[config.mk]
export PLATFORM = sky130hd
export DESIGN_NAME = ddpm_modulator
export DESIGN_NICKNAME = d
export VERILOG_FILES = /design/src/rtl/ddpm_pkg.sv /design/src/rtl/ddpm_frame_ctr.sv /design/src/rtl/ddpm_bitrev.sv /design/src/rtl/ddpm_slot_cmp.sv /design/src/rtl/ddpm_modulator.sv
export SDC_FILE = /design/constraint.sdc
export NUM_CORES = 1
export LEC_CHECK = 0
export BUFFER_PORTS_ARGS = -buffer_cell sky130_fd_sc_hd__buf_2
export CAP_MARGIN = 5
export CORE_MARGIN = 10
export CORE_UTILIZATION = 40
export DETAILED_ROUTE_END_ITERATION = 10
export GPL_TIMING_DRIVEN = 0
export PLACE_DENSITY = 0.61
export RECOVER_POWER = 100
export SLEW_MARGIN = 20
export SYNTH_ARGS = -nofsm -noshare
export SYNTH_HDL_FRONTEND = slang
export SYNTH_SLANG_ARGS = --single-unit
export TNS_END_PERCENT = 20
[constraint.sdc]
create_clock -name clk -period 2.42 [get_ports clk]
set_clock_uncertainty 0.1 [all_clocks]
set_input_delay 0.363 -clock clk [delete_from_list [all_inputs] [get_ports clk]]
set_output_delay 0.363 -clock clk [all_outputs]
set_load 0.005 [all_outputs]
[src/rtl/ddpm_pkg.sv]
package ddpm_pkg;

    // Frame length in clocks for a given code width.
    function automatic int unsigned frame_len(input int unsigned w);
        return 32'd1 << w;
    endfunction

    // Frame boundary marks produced by the slot counter.
    typedef struct packed {
        logic start;
        logic last;
    } frame_mark_t;

endpackage

[src/rtl/ddpm_frame_ctr.sv]
module ddpm_frame_ctr
    import ddpm_pkg::*;
#(
    parameter int unsigned WIDTH = 6
) (
    input  logic             clk,
    input  logic             rst_n,
    output logic [WIDTH-1:0] slot_o,
    output frame_mark_t      mark_o
);

    localparam logic [WIDTH-1:0] STEP = {{(WIDTH-1){1'b0}}, 1'b1};

    typedef struct packed {
        logic [WIDTH-1:0] slot;
    } ctr_state_t;

    ctr_state_t ctr_q;
    ctr_state_t ctr_d;

    always_comb begin
        ctr_d      = ctr_q;
        ctr_d.slot = ctr_q.slot + STEP;
    end

    always_ff @(posedge clk or negedge rst_n) begin
        if (!rst_n) begin
            ctr_q <= '0;
        end else begin
            ctr_q <= ctr_d;
        end
    end

    assign slot_o       = ctr_q.slot;
    assign mark_o.start = (ctr_q.slot == '0);
    assign mark_o.last  = (&ctr_q.slot);


    frame_wrap_chk: assert property (@(posedge clk) disable iff (!rst_n)
        mark_o.last |=> mark_o.start);

endmodule

[src/rtl/ddpm_bitrev.sv]
module ddpm_bitrev #(
    parameter int unsigned WIDTH = 6
) (
    input  logic [WIDTH-1:0] slot_i,
    output logic [WIDTH-1:0] rank_o
);

    for (genvar i = 0; i < WIDTH; i++) begin : g_swap
        assign rank_o[i] = slot_i[WIDTH-1-i];
    end

endmodule

[src/rtl/ddpm_slot_cmp.sv]
module ddpm_slot_cmp #(
    parameter int unsigned WIDTH = 6
) (
    input  logic             clk,
    input  logic             rst_n,
    input  logic [WIDTH-1:0] level_i,
    input  logic             start_i,
    input  logic [WIDTH-1:0] rank_i,
    output logic [WIDTH-1:0] code_o,
    output logic             pdm_o
);

    localparam logic [WIDTH-1:0] CODE_FULL = '1;
    localparam logic [WIDTH-1:0] CODE_HALF = {1'b1, {(WIDTH-1){1'b0}}};

    typedef struct packed {
        logic [WIDTH-1:0] code;
        logic             pdm;
    } cmp_state_t;

    cmp_state_t st_q;
    cmp_state_t st_d;
    logic [WIDTH-1:0] code_eff;

    always_comb begin
        // On the frame's first edge the fresh level already governs slot 0.
        code_eff = start_i ? level_i : st_q.code;
        st_d      = st_q;
        st_d.code = code_eff;
        st_d.pdm  = (rank_i < code_eff);
    end

    always_ff @(posedge clk or negedge rst_n) begin
        if (!rst_n) begin
            st_q <= '0;
        end else begin
            st_q <= st_d;
        end
    end

    assign code_o = st_q.code;
    assign pdm_o  = st_q.pdm;


    code_hold_chk: assert property (@(posedge clk) disable iff (!rst_n)
        !start_i |=> $stable(code_o));


    zero_code_low_chk: assert property (@(posedge clk) disable iff (!rst_n)
        (!start_i && code_o == '0) |=> !pdm_o);


    full_code_high_chk: assert property (@(posedge clk) disable iff (!rst_n)
        (!start_i && code_o == CODE_FULL && rank_i != CODE_FULL) |=> pdm_o);


    half_code_alt_chk: assert property (@(posedge clk) disable iff (!rst_n)
        (!start_i && code_o == CODE_HALF) |=> (pdm_o != $past(rank_i[WIDTH-1])));

endmodule

[src/rtl/ddpm_modulator.sv]
module ddpm_modulator
    import ddpm_pkg::*;
#(
    parameter int unsigned WIDTH = 6
) (
    input  logic             clk,
    input  logic             rst_n,
    input  logic [WIDTH-1:0] level_i,
    output logic             pdm_o
);

    localparam int unsigned FRAME = frame_len(WIDTH);
    localparam int unsigned ACC_W = $clog2(FRAME + 1);
    localparam logic [WIDTH-1:0] SLOT_ONE = {{(WIDTH-1){1'b0}}, 1'b1};

    logic [WIDTH-1:0] slot;
    logic [WIDTH-1:0] rank;
    logic [WIDTH-1:0] code;
    frame_mark_t      mark;

    ddpm_frame_ctr #(.WIDTH(WIDTH)) u_ctr (
        .clk    (clk),
        .rst_n  (rst_n),
        .slot_o (slot),
        .mark_o (mark)
    );

    ddpm_bitrev #(.WIDTH(WIDTH)) u_rev (
        .slot_i (slot),
        .rank_o (rank)
    );

    ddpm_slot_cmp #(.WIDTH(WIDTH)) u_cmp (
        .clk     (clk),
        .rst_n   (rst_n),
        .level_i (level_i),
        .start_i (mark.start),
        .rank_i  (rank),
        .code_o  (code),
        .pdm_o   (pdm_o)
    );

    // Checker: ones seen on the output over one frame of slots.
    logic [ACC_W-1:0] ones_q;
    logic [ACC_W-1:0] pdm_ext;

    assign pdm_ext = {{(ACC_W-1){1'b0}}, pdm_o};

    always_ff @(posedge clk or negedge rst_n) begin
        if (!rst_n) begin
            ones_q <= '0;
        end else if (slot == SLOT_ONE) begin
            ones_q <= pdm_ext;
        end else begin
            ones_q <= ones_q + pdm_ext;
        end
    end


    frame_count_chk: assert property (@(posedge clk) disable iff (!rst_n)
        mark.start |-> ((ones_q + pdm_ext) == {{(ACC_W-WIDTH){1'b0}}, code}));


    reset_release_chk: assert property (@(posedge clk) disable iff (!rst_n)
        $rose(rst_n) |-> (!pdm_o && mark.start));

endmodule

### Yosys cells after proc, flatten, opt, wreduce, memory -nomap -nowiden

Cells that the tools add are included.

| word-level totals | value |
|---|---|
| input bits | 8 |
| output and inout bits | 1 |
| flip-flop bits (word level) | 13 |
| word-level logic and storage cells | 7 |

| cells by class | value |
|---|---|
| mux-type cells | 1 |
| magnitude comparators | 1 |
| reductions and logical operators | 1 |
| add/subtract/negate cells | 1 |

Operators with widths:

| operator | count |
|---|---|
| $add A6 B1 Y6 const B | 1 |
| $logic_not A6 Y1 | 1 |
| $lt A6 B6 Y1 | 1 |
| $mux W6 | 1 |

### Depth between registers and ports, before layout

Gate-level depths: netlist (run 1).

| logic depth | value |
|---|---|
| word-level depth | 3 |
| gate-level depth with buffers | 10 |
| mapped depth without buffers | 9 |

### Cells and area by module

A second synthesis (run 1) with hierarchy kept.

| second synthesis, totals | value |
|---|---|
| cell total of the unflattened synthesis | 58 |
| area, all modules | 681.9 um2 |

By module, submodules not included:

| module | sequential area each (um2) | area each (um2) | times used | cells an instance |
|---|---|---|---|---|
| ddpm_slot_cmp | 175.2 | 377.9 | 1 | 30 |
| ddpm_frame_ctr | 150.1 | 259.0 | 1 | 22 |
| ddpm_bitrev | 0.0 | 45.0 | 1 | 6 |

### Worst setup path before layout (run 1)

Ideal clock, no wire load.

| path | value |
|---|---|
| kind | reg-to-reg |
| start | register u_ctr.ctr_q (netlist bit u_ctr.slot_o[0]) |
| end | register u_cmp.st_q (netlist bit u_cmp.pdm_o) |
| buffers on the path | 1 |
| cell stages (with the launch flop) | 11 |
| setup time | 0.094 ns |
| setup slack | -0.064 ns |
| data required time | 2.226 ns |
| arrival time | 2.290 ns |
| period minus slack after synthesis | 2.484 ns |
| cell sequence | dfrtp_1 -> inv_1 -> ha_1 -> or4b_4 -> nor2_4 -> buf_12 -> mux2i_1 -> ha_1 -> and4_1 -> and2_1 -> a211oi_1 |

RTL lines:

| what | line | text |
|---|---|---|
| from (decl) | ddpm_frame_ctr.sv:18 | `ctr_state_t ctr_q;` |
| from (signal assigned) | ddpm_frame_ctr.sv:30 | `ctr_q <= ctr_d;` |
| to (signal assigned) | ddpm_slot_cmp.sv:37 | `st_q <= st_d;` |
| to (decl) | ddpm_slot_cmp.sv:21 | `cmp_state_t st_q;` |

==> metrics.yaml, run 1 <==
hold-path-endpoint: "u_cmp.code_o[0]$_DFF_PN0_"
multi_input_area_sq_um: 429.2
cp-end-kind: "flip-flop"
syn_nets: 70
critical_path.most_common_cell: "ha_4"
path_delay_family: "simple AND/OR/NAND/NOR gates"
wl_per_cell_um: 12.51
synthCells: 55
stdcell_count: 106
status: "complete, but fails checks"
power_frac_seq_pct: 56.4
worstSkewPairLatency_ns: 0.28
cpPeakStageDelay_ns: 0.48
pre_cts_slack_ns: -0.2977
crit_cells: 10
final_net_count: 97
fp.dieW_um: 62.71
worst-path-buf-inv: 2
grt_use_met1_pct: 7.684
hpwl_um: 903.4
yosys.area_share.simple_pct: 11.66
max-slew-margin-rel_pct: 53.41
grt_pass1_vias: 526
die-area_sq_um: 3932
p_clk_share_pct: 34.9
clock_sinks: 13
p_leak_nw: 0.4402
crit_fanout: 7
powerDensity_nw_per_um2: 403.8
synth-seq-cells: 13
hold_viol: 0
path_class: "reg2reg"
num-fill-cells: 153
row_count: 15
io_buffers: 8
swShare_pct: 23.31
coreArea_sq_um: 1727
crit_chain: "inv_2, ha_4, or4b_4, nor2_4, buf_12, mux2i_4, ha_4, and4_1, and2_4, a211oi_2"
grt_overflow: 0
start_kind: "flip-flop"
min_period_ns: 2.491
drv_slew: 0
antenna_found_initial: 0
post-route-util_pct: 57.39
wl_mm: 1.326
hold_path.class: "in2reg"
antenna_left: 0
internal_power_mw: 0.3069
yosys_warnings: 0
grt.met3_usage_pct: 2.688
use_met2_pct: 11.28
regToRegSetupSlack_ns: -0.07
min_period_over_period_pct: 102.9
placed_cell_area_sq_um: 800.8
clk_path_buf_depth: 2
async_reset_ff_share_pct: 100.0
cts_buffers: 3
synthMuxAreaShare_pct: 20.07
synth_ff_type: "dfrtp_1"
seq_area_sq_um: 326.6
grt_max_degree: 14
switchingPower_mw: 0.09328
dp.cells: 88
syn_avg_cell_area_sq_um: 13.26
tightest_slew_ns: 0.6988
n_antenna_cell: 0
synth_area_leaders: "dfrtp_1, ha_1, mux2_4"
initial_utilization_pct: 42.25
dr.pass1.iters: 4
r2r-end: "u_cmp.pdm_o$_DFF_PN0_"
worst_slack_ns: -0.07121
dieHeight_um: 62.71
yosysMostFrequentCell: "dfrtp_1"
synthTopCellsByCount: "dfrtp_1, ha_1, mux2i_1, mux2_4"
cts-root-buf: "clkbuf_4"
cp_slowest_cell: "or4b_4"
finalSetupViolCount: 1
final_area_sq_um: 991.0
top_usage_layer: "met2"
rsz0062_at_grt: "true"
grt_usage_pct: 7.252
violations: "setup timing"
vias: 509
cts_tree: "built"
synth_top_family_by_area: "multiplexers"
reg2regPathDepth: 10
min_path_cells: 2
yosysTopAreaCell: "dfrtp_1"
layout-drive-gt1-share_pct: 53.09
synth-xor-area-share_pct: 4.803
yosys.area_share.adder_pct: 12.01
grt_pass1_wl_mm: 2.256
synth_area_sq_um: 729.5
yosysSeqAreaShare_pct: 44.60
synth_cell_type_count: 20
clk_pin_slew_ns: 0.09
maxCapViolCount: 0
place_congestion: 0.7141
vias_per_cell: 4.802
pin_count: 9
route.detailed.drc: 0
rr_startpoint: "u_ctr.slot_o[1]$_DFF_PN0_"
synth_edf_count: 0
yosys.area.top_type_share_pct: 44.60
arrival_ns: 2.60
drtIter0Drc: 6
area_growth_pct: 35.85
min-delay-start: "level_i[0]"
synth-compound-area-share_pct: 3.087
irDropWorstVdd_mv: 0.2049
crit_required_ns: 2.52
combinationalPowerShare_pct: 8.7
fmax_mhz: 401.4
h-tree-depth: 1
==> power groups by stage <==
stage	clock (mW)	combinational, mW	sequential [mW]
floorplan	0	0.0148	0.229
global placement	0	0.0281	0.229
detailed placement	0	0.0285	0.230
CTS	0.144	0.0327	0.225
global route	0.152	0.0389	0.227
finish	0.140	0.0349	0.226
==> through the flow <==
step | hold WS (ns) | power (mW) | setup TNS (ns)
global route | 0.2223 | 0.4173 | -0.1637
finish | 0.2218 | 0.4002 | -0.07121
floorplan | -0.03259 | 0.2439 | -0.06380
CTS | 0.2175 | 0.4019 | -0.1025
global placement | 0.1687 | 0.2575 | -0.2736
detailed placement | 0.1656 | 0.2582 | -0.2977
==> cell families (layout without fill, tap and decap cells) <==
family	count (synthesis)	in the layout
DFF	13	13
AOI/OAI and AO/OA	4	4
muxes	12	12
buffers and inverters	3	29
and+or+nand+nor	12	12
xor gates and xnor gates	4	4
adders and majority gates	7	7
==> sequential cells by signal, summed over array words and instances (netlist names) <==
name,cells
u_cmp.code_o,6
u_ctr.slot_o,6
u_cmp.pdm_o,1
==> cell type report <==
type	instances	share of cell area, %
plain buffers	1	2.020
well taps	25	3.157
clock buffers	4	2.652
multi-input cells	39	43.31
inverters	2	0.7576
flip-flops and latches	13	32.95
repair buffers	22	15.15
==> repair_timing <==
| item | CTS | global route |
|---|---|---|
| gates resized for setup | 6 | 8 |
| setup buffers | 10 | 4 |
| hold buffers | 1 | 0 |
| pin swaps | 5 | 8 |
| endpoints found under the hold margin | 13 | 0 |
| setup endpoints to repair | 1 | 1 |
==> cells in the final DEF (no fill, tap or decap) <==
master	n
xor2_1	1
o21ai_1	1
nand3_1	3
ha_4	2
clkbuf_4	3
dfrtp_2	1
nor2b_1	2
and2_4	1
mux2_4	5
mux2i_4	1
a21oi_1	1
nor2_4	1
nand2_1	1
dlygate4sd3_1	1
dfrtp_1	12
inv_2	2
xnor2_1	3
buf_2	7
mux2i_1	4
buf_4	12
buf_12	1
and4_1	1
a211oi_2	1
mux2i_2	1
a21oi_2	1
and3_2	1
buf_6	1
clkbuf_1	2
and2_1	1
ha_1	5
or4b_4	1
mux2_2	1
==> metal layers <==
metal | vias to the layer above | share of wire (%)
met1 | 248 | 46
met5 | - | 0
met4 | 0 | 3.0
met2 | 9 | 47
li1 | 247 | -
met3 | 5 | 4.2
==> worst max path at each step <==
stage	from	endpoint	slack (ns)
floorplan	u_ctr.slot_o[0]$_DFF_PN0_	u_cmp.pdm_o$_DFF_PN0_	-0.06
global placement	u_ctr.slot_o[0]$_DFF_PN0_	u_cmp.pdm_o$_DFF_PN0_	-0.27
detailed placement	u_ctr.slot_o[0]$_DFF_PN0_	u_cmp.pdm_o$_DFF_PN0_	-0.30
CTS	u_ctr.slot_o[0]$_DFF_PN0_	u_cmp.pdm_o$_DFF_PN0_	-0.10
global route	u_ctr.slot_o[0]$_DFF_PN0_	u_cmp.pdm_o$_DFF_PN0_	-0.16
finish	u_ctr.slot_o[1]$_DFF_PN0_	u_cmp.pdm_o$_DFF_PN0_	-0.07
No activity file was read; power rests on OpenSTA's default activity.
==> run 2: changes to the inputs <==
--- a/config.mk
+++ b/config.mk
@@ -13,6 +13,7 @@
 export GPL_TIMING_DRIVEN = 0
 export PLACE_DENSITY = 0.61
 export RECOVER_POWER = 100
+export REMOVE_ABC_BUFFERS = 1
 export SLEW_MARGIN = 20
 export SYNTH_ARGS = -nofsm -noshare
 export SYNTH_HDL_FRONTEND = slang
==> run 2 against run 1 <==
The flow still finishes with violations (setup timing). Hold slack worse by 0.0010 ns. Final area increased by 9.1%. Setup slack worse by 0.012 ns. Critical path depth increased by 8. Routed wire length rose by 16%. Sequential cell count did not move. Die area unchanged. Cell count rose by 12%. Sequential share of layout area fell by 2.9 points. Maximum frequency is 0.47% lower. Register-to-register slack about the same. Via count is 7.7% higher. Highest routed layer unchanged.
==> metrics.yaml, run 2 (synthesis gave the netlist of run 1 again) <==
drv_slew: 0  # unchanged
cp_slowest_cell: "dfrtp_1"  # was or4b_4
route.detailed.drc: 0  # unchanged
hpwl_um: 880.3  # was 903.4 um
grt_usage_pct: 8.273  # was 7.252%
rr_startpoint: "u_ctr.slot_o[0]$_DFF_PN0_"  # was u_ctr.slot_o[1]$_DFF_PN0_
powerDensity_nw_per_um2: 367.6  # was 403.8 nW/um^2
dieHeight_um: 62.71  # unchanged
coreArea_sq_um: 1727  # unchanged
stdcell_count: 119  # was 106
grt_pass1_vias: 607  # was 526
final_net_count: 110  # was 97
holdWs_ns: 0.2207  # was 0.2218 ns
power_mw: 0.3974  # was 0.4002 mW
crit_fanout: 2  # was 7
antenna_found_initial: 0  # unchanged
fp.dieW_um: 62.71  # unchanged
layout-drive-gt1-share_pct: 56.38  # was 53.09%
min_period_ns: 2.503  # was 2.491 ns
cp-end-kind: "flip-flop"  # unchanged
min_period_over_period_pct: 103.4  # was 102.9%
hold_path.class: "in2reg"  # unchanged
initial_utilization_pct: 42.25  # unchanged
arrival_ns: 2.60  # about the same
hold_viol: 0  # unchanged
rsz0062_at_grt: "true"  # unchanged
critical_path.most_common_cell: "buf_6"  # was ha_4
dr.pass1.iters: 2  # was 4
grt_overflow: 0  # unchanged
place_congestion: 0.6908  # was 0.7141
clk_path_buf_depth: 2  # unchanged
cts_buffers: 3  # unchanged
vias: 548  # was 509
dp.cells: 87  # was 88
worst_slack_ns: -0.08309  # was -0.07121 ns
n_antenna_cell: 0  # unchanged
vias_per_cell: 4.605  # was 4.802
tightest_slew_ns: 0.7465  # was 0.6988 ns
clk_pin_slew_ns: 0.09  # about the same
irDropWorstVdd_mv: 0.2408  # was 0.2049 mV
r2r-end: "u_ctr.slot_o[0]$_DFF_PN0_"  # was u_cmp.pdm_o$_DFF_PN0_
start_kind: "flip-flop"  # unchanged
max-slew-margin-rel_pct: 50.23  # was 53.41%
wl_mm: 1.536  # was 1.326 mm
crit_required_ns: 2.51  # was 2.52 ns
mostFrequentLayoutCell: "buf_4"
pin_count: 9  # unchanged
io_buffers: 8  # unchanged
maxCapViolCount: 0  # unchanged
p_leak_nw: 0.5147  # was 0.4402 nW
cts_tree: "built"  # unchanged
cts-root-buf: "clkbuf_4"  # unchanged
h-tree-depth: 1  # unchanged
num-fill-cells: 151  # was 153
post-route-util_pct: 62.61  # was 57.39%
violations: "setup timing"  # unchanged
crit_chain: "inv_2, buf_4, buf_4, buf_4, buf_4, buf_4, buf_4, buf_4, buf_4, buf_6, buf_6, buf_6, buf_6, buf_6, buf_6, buf_6, buf_6, buf_6"  # was inv_2, ha_4, or4b_4, nor2_4, buf_12, mux2i_4, ha_4, and4_1, and2_4, a211oi_2
finalSetupViolCount: 2  # was 1
status: "complete, but fails checks"  # unchanged
worstSkewPairLatency_ns: 0.29  # was 0.28 ns
wl_per_cell_um: 12.91  # was 12.51 um
cpPeakStageDelay_ns: 0.38  # was 0.48 ns
crit_start: "u_ctr.slot_o[0]$_DFF_PN0_"  # was u_ctr.slot_o[1]$_DFF_PN0_
path_class: "reg2reg"  # unchanged
row_count: 15  # unchanged
area_growth_pct: 48.20  # was 35.85%
cp-endpoint: "u_ctr.slot_o[0]$_DFF_PN0_"  # was u_cmp.pdm_o$_DFF_PN0_
clock_sinks: 13  # unchanged
drtIter0Drc: 7  # was 6
fmax_mhz: 399.5  # was 401.4 MHz
final_cell_mix: "buf_4, dfrtp_1, buf_6, buf_2"  # was buf_4, dfrtp_1, buf_2, mux2_4, ha_1
antenna_left: 0  # unchanged
grt_pass1_wl_mm: 2.642  # was 2.256 mm
reg2regPathDepth: 18  # was 10
grt_max_degree: 14  # unchanged
die-area_sq_um: 3932  # unchanged
pre_cts_slack_ns: -0.3654  # was -0.2977 ns
regToRegSetupSlack_ns: -0.08  # was -0.07 ns
run 2: final cells by class:
cell class / instances / area (sq um) / share of cell area [%]
tap: 25 / 31.28 / 2.894
inverter: 2 / 7.507 / 0.6944
multi-input combinational: 39 / 401.6 / 37.15
clock buffer: 4 / 26.28 / 2.431
sequential: 13 / 325.3 / 30.09
timing repair buffer: 36 / 289.0 / 26.74
run 2: per-layer routing:
layer / track usage, % / vias up / share of wire, %
met2: 13.72 / 10 / 48
met4: 5.028 / 0 / 2.6
met3: 2.509 / 5 / 3.6
li1: - / 271 / -
met1: 9.016 / 262 / 46
met5: 0 / - / 0
run 2: power by group:
part,switching (mW),internal [mW]
Sequential,0.00270,0.223
Clock,0.0764,0.0641
Combinational,0.0139,0.0176
run 2: worst max-delay path: cells and delay by family, from the launching register on:
kind	cells	cell delay, ns
buffers and inverters	18	1.94
flip-flops	1	0.38
run 2: worst min path at each step:
stage / to / from / depth (start not counted) / slack, ns
after detailed placement: u_cmp.code_o[0]$_DFF_PN0_ / rst_n / 1 / 0.17
final: u_cmp.code_o[0]$_DFF_PN0_ / level_i[0] / 2 / 0.22
after global placement: u_cmp.code_o[0]$_DFF_PN0_ / rst_n / 1 / 0.17
after CTS: u_cmp.code_o[4]$_DFF_PN0_ / level_i[4] / 2 / 0.22
after floorplan: u_cmp.code_o[0]$_DFF_PN0_ / rst_n / 0 / -0.03
after global routing: u_cmp.code_o[4]$_DFF_PN0_ / level_i[4] / 2 / 0.21
run 2: what timing repair did:
| action | in CTS | in global routing |
|---|---|---|
| setup buffers | 26 | 1 |
| hold endpoints to repair | 13 | 0 |
| setup endpoints to repair | 1 | 2 |
| gates resized for setup | 13 | 5 |
| hold buffers | 1 | 0 |
| gates cloned | 0 | 0 |
| pin swaps | 8 | 7 |
run 2: through the flow:
step,setup TNS [ns],area [sq um]
floorplan,-0.1397,709.4
global placement,-0.3401,780.7
detailed placement,-0.3654,780.7
CTS,-0.1513,1059
global route,-0.3782,1081
finish,-0.1424,1081
==> run 3: changes to the inputs <==
--- a/config.mk
+++ b/config.mk
@@ -10,7 +10,6 @@
 export CORE_MARGIN = 10
 export CORE_UTILIZATION = 40
 export DETAILED_ROUTE_END_ITERATION = 10
-export GPL_TIMING_DRIVEN = 0
 export PLACE_DENSITY = 0.61
 export RECOVER_POWER = 100
 export REMOVE_ABC_BUFFERS = 1
==> run 3 against run 2 <==
The flow still finishes with violations (setup timing). Critical path type unchanged. Core utilization fell by 8.6 points. Largest cell class unchanged. Cell count is 11% lower. Maximum frequency rose by 2.2%. Highest routed layer unchanged. Routed wire length shrank 15%.
==> metrics.yaml, run 3 (synthesis gave the netlist of run 1 again) <==
status: "complete, but fails checks"  # unchanged
violations: "setup timing"  # unchanged
tightest_slew_ns: 0.6872  # was 0.7465 ns
n_antenna_cell: 0  # unchanged
mostFrequentLayoutCell: "dfrtp_1"  # was buf_4
initial_utilization_pct: 42.25  # unchanged
min_period_ns: 2.450  # was 2.503 ns
place_congestion: 0.7279  # was 0.6908
h-tree-depth: 1  # unchanged
fp.dieW_um: 62.71  # unchanged
cts-root-buf: "clkbuf_4"  # unchanged
pin_count: 9  # unchanged
hold_path.class: "in2reg"  # unchanged
arrival_ns: 2.55  # was 2.60 ns
crit_required_ns: 2.53  # was 2.51 ns
hpwl_um: 978.7  # was 880.3 um
vias_per_cell: 4.745  # was 4.605
cp_slowest_cell: "or4b_4"  # was dfrtp_1
clock_sinks: 13  # unchanged
cp-end-kind: "flip-flop"  # unchanged
wl_per_cell_um: 12.33  # was 12.91 um
holdWs_ns: 0.2239  # was 0.2207 ns
row_count: 15  # unchanged
p_leak_nw: 0.4237  # was 0.5147 nW
rsz0062_at_grt: "true"  # unchanged
drv_slew: 0  # unchanged
drtIter0Drc: 1  # was 7
route.detailed.drc: 0  # unchanged
path_class: "reg2reg"  # unchanged
dr.pass1.iters: 2  # unchanged
layout-drive-gt1-share_pct: 43.21  # was 56.38%
grt_max_degree: 14  # unchanged
start_kind: "flip-flop"  # unchanged
dp.cells: 98  # was 87
worst_slack_ns: -0.02954  # was -0.08309 ns
fin_tns_setup_ns: -0.02954  # was -0.1424 ns
grt_pass1_vias: 555  # was 607
final_cell_mix: "dfrtp_1, buf_4, mux2i_1, ha_1, buf_2"  # was buf_4, dfrtp_1, buf_6, buf_2
powerDensity_nw_per_um2: 423.5  # was 367.6 nW/um^2
area_growth_pct: 27.79  # was 48.20%
hold_viol: 0  # unchanged
worst-path-buf-inv: 1  # was 18
min_period_over_period_pct: 101.2  # was 103.4%
max-slew-margin-rel_pct: 54.19  # was 50.23%
grt_pass1_wl_mm: 2.470  # was 2.642 mm
crit_chain: "inv_2, ha_4, or4b_4, nor2_4, mux2i_1, ha_1, and4_1, and2_4, a211oi_2"  # was inv_2, buf_4, buf_4, buf_4, buf_4, buf_4, buf_4, buf_4, buf_4, buf_6, buf_6, buf_6, buf_6, buf_6, buf_6, buf_6, buf_6, buf_6
die-area_sq_um: 3932  # unchanged
maxCapViolCount: 0  # unchanged
clk_path_buf_depth: 2  # unchanged
clk_pin_slew_ns: 0.08  # was 0.09 ns
crit_fanout: 7  # was 2
fmax_mhz: 408.2  # was 399.5 MHz
cpPeakStageDelay_ns: 0.47  # was 0.38 ns
stdcell_count: 106  # was 119
cts_tree: "built"  # unchanged
antenna_left: 0  # unchanged
cts_buffers: 3  # unchanged
coreArea_sq_um: 1727  # unchanged
grt_usage_pct: 7.692  # was 8.273%
post-route-util_pct: 53.99  # was 62.61%
final_net_count: 97  # was 110
worstSkewPairLatency_ns: 0.28  # was 0.29 ns
dieHeight_um: 62.71  # unchanged
irDropWorstVdd_mv: 0.2673  # was 0.2408 mV
wl_mm: 1.307  # was 1.536 mm
io_buffers: 8  # unchanged
path_delay_family: "simple AND/OR/NAND/NOR gates"  # was buffers and inverters
antenna_found_initial: 0  # unchanged
finalSetupViolCount: 1  # was 2
vias: 503  # was 548
grt_overflow: 0  # unchanged
run 3: cell count changes in the layout (fill, tap and decap cells not counted), sizes merged:
| cell | delta |
|---|---|
| buf | -16 |
| clkbuf | +3 |
run 3: worst register-to-register path, cell delays in order, from the launching register on:
cell	delay, ns
dfrtp_1	0.39
inv_2	0.07
ha_4	0.12
or4b_4	0.47
nor2_4	0.22
mux2i_1	0.24
ha_1	0.26
and4_1	0.21
and2_4	0.14
a211oi_2	0.15
run 3: worst paths after layout:
path | startpoint | endpoint | depth (start not counted) | slack [ns]
max | u_ctr.slot_o[1]$_DFF_PN0_ | u_cmp.pdm_o$_DFF_PN0_ | 9 | -0.03
min | level_i[5] | u_cmp.code_o[5]$_DFF_PN0_ | 2 | 0.22
max reg2reg | u_ctr.slot_o[1]$_DFF_PN0_ | u_cmp.pdm_o$_DFF_PN0_ | 9 | -0.03
min reg2reg | u_cmp.code_o[0]$_DFF_PN0_ | u_cmp.code_o[0]$_DFF_PN0_ | 1 | 0.41
max in group asynchronous | rst_n | u_ctr.slot_o[1]$_DFF_PN0_ | 2 | 1.26
min in group asynchronous | rst_n | u_cmp.code_o[0]$_DFF_PN0_ | 2 | 0.53
run 3: per-layer routing:
layer | routed length (um) | global-route usage [%]
met1 | 657 | 9.333
met2 | 560 | 11.03
met3 | 49 | 2.688
met4 | 39 | 5.307
met5 | 0 | 0
run 3: layout make-up:
type                    count  area [sq um]
inverters                   2         7.507
multi-input cells          39         396.6
well taps                  25         31.28
repair buffers             23         145.1
flip-flops and latches     13         325.3
clock buffers               4         26.28
fillers                   173         794.5
run 3: power breakdown:
| part | internal, mW | switching, mW |
|---|---|---|
| logic | 0.0180 | 0.0139 |
| clock network | 0.0640 | 0.0736 |
| registers | 0.223 | 0.00267 |
| total | 0.305 | 0.0901 |
run 3: stage by stage:
| step | instance area, sq um | setup slack [ns] | power [mW] |
|---|---|---|---|
| final | 932.1 | -0.02954 | 0.3948 |
| after global routing | 932.1 | -0.1586 | 0.4157 |
| after CTS | 939.7 | -0.07251 | 0.3993 |
| after detailed placement | 863.3 | -0.1343 | 0.2585 |
| after global placement | 863.3 | -0.09218 | 0.2575 |
| after floorplan | 709.4 | -0.1397 | 0.2439 |
run 3: repair_timing:
| item | in CTS | in global routing |
|---|---|---|
| hold endpoints to repair | 13 | 0 |
| cloned | 0 | 0 |
| resized for setup | 5 | 2 |
| pin swaps | 7 | 5 |
| buffers inserted | 3 | 0 |
| setup endpoints to repair | 1 | 1 |
| hold buffers | 1 | 0 |
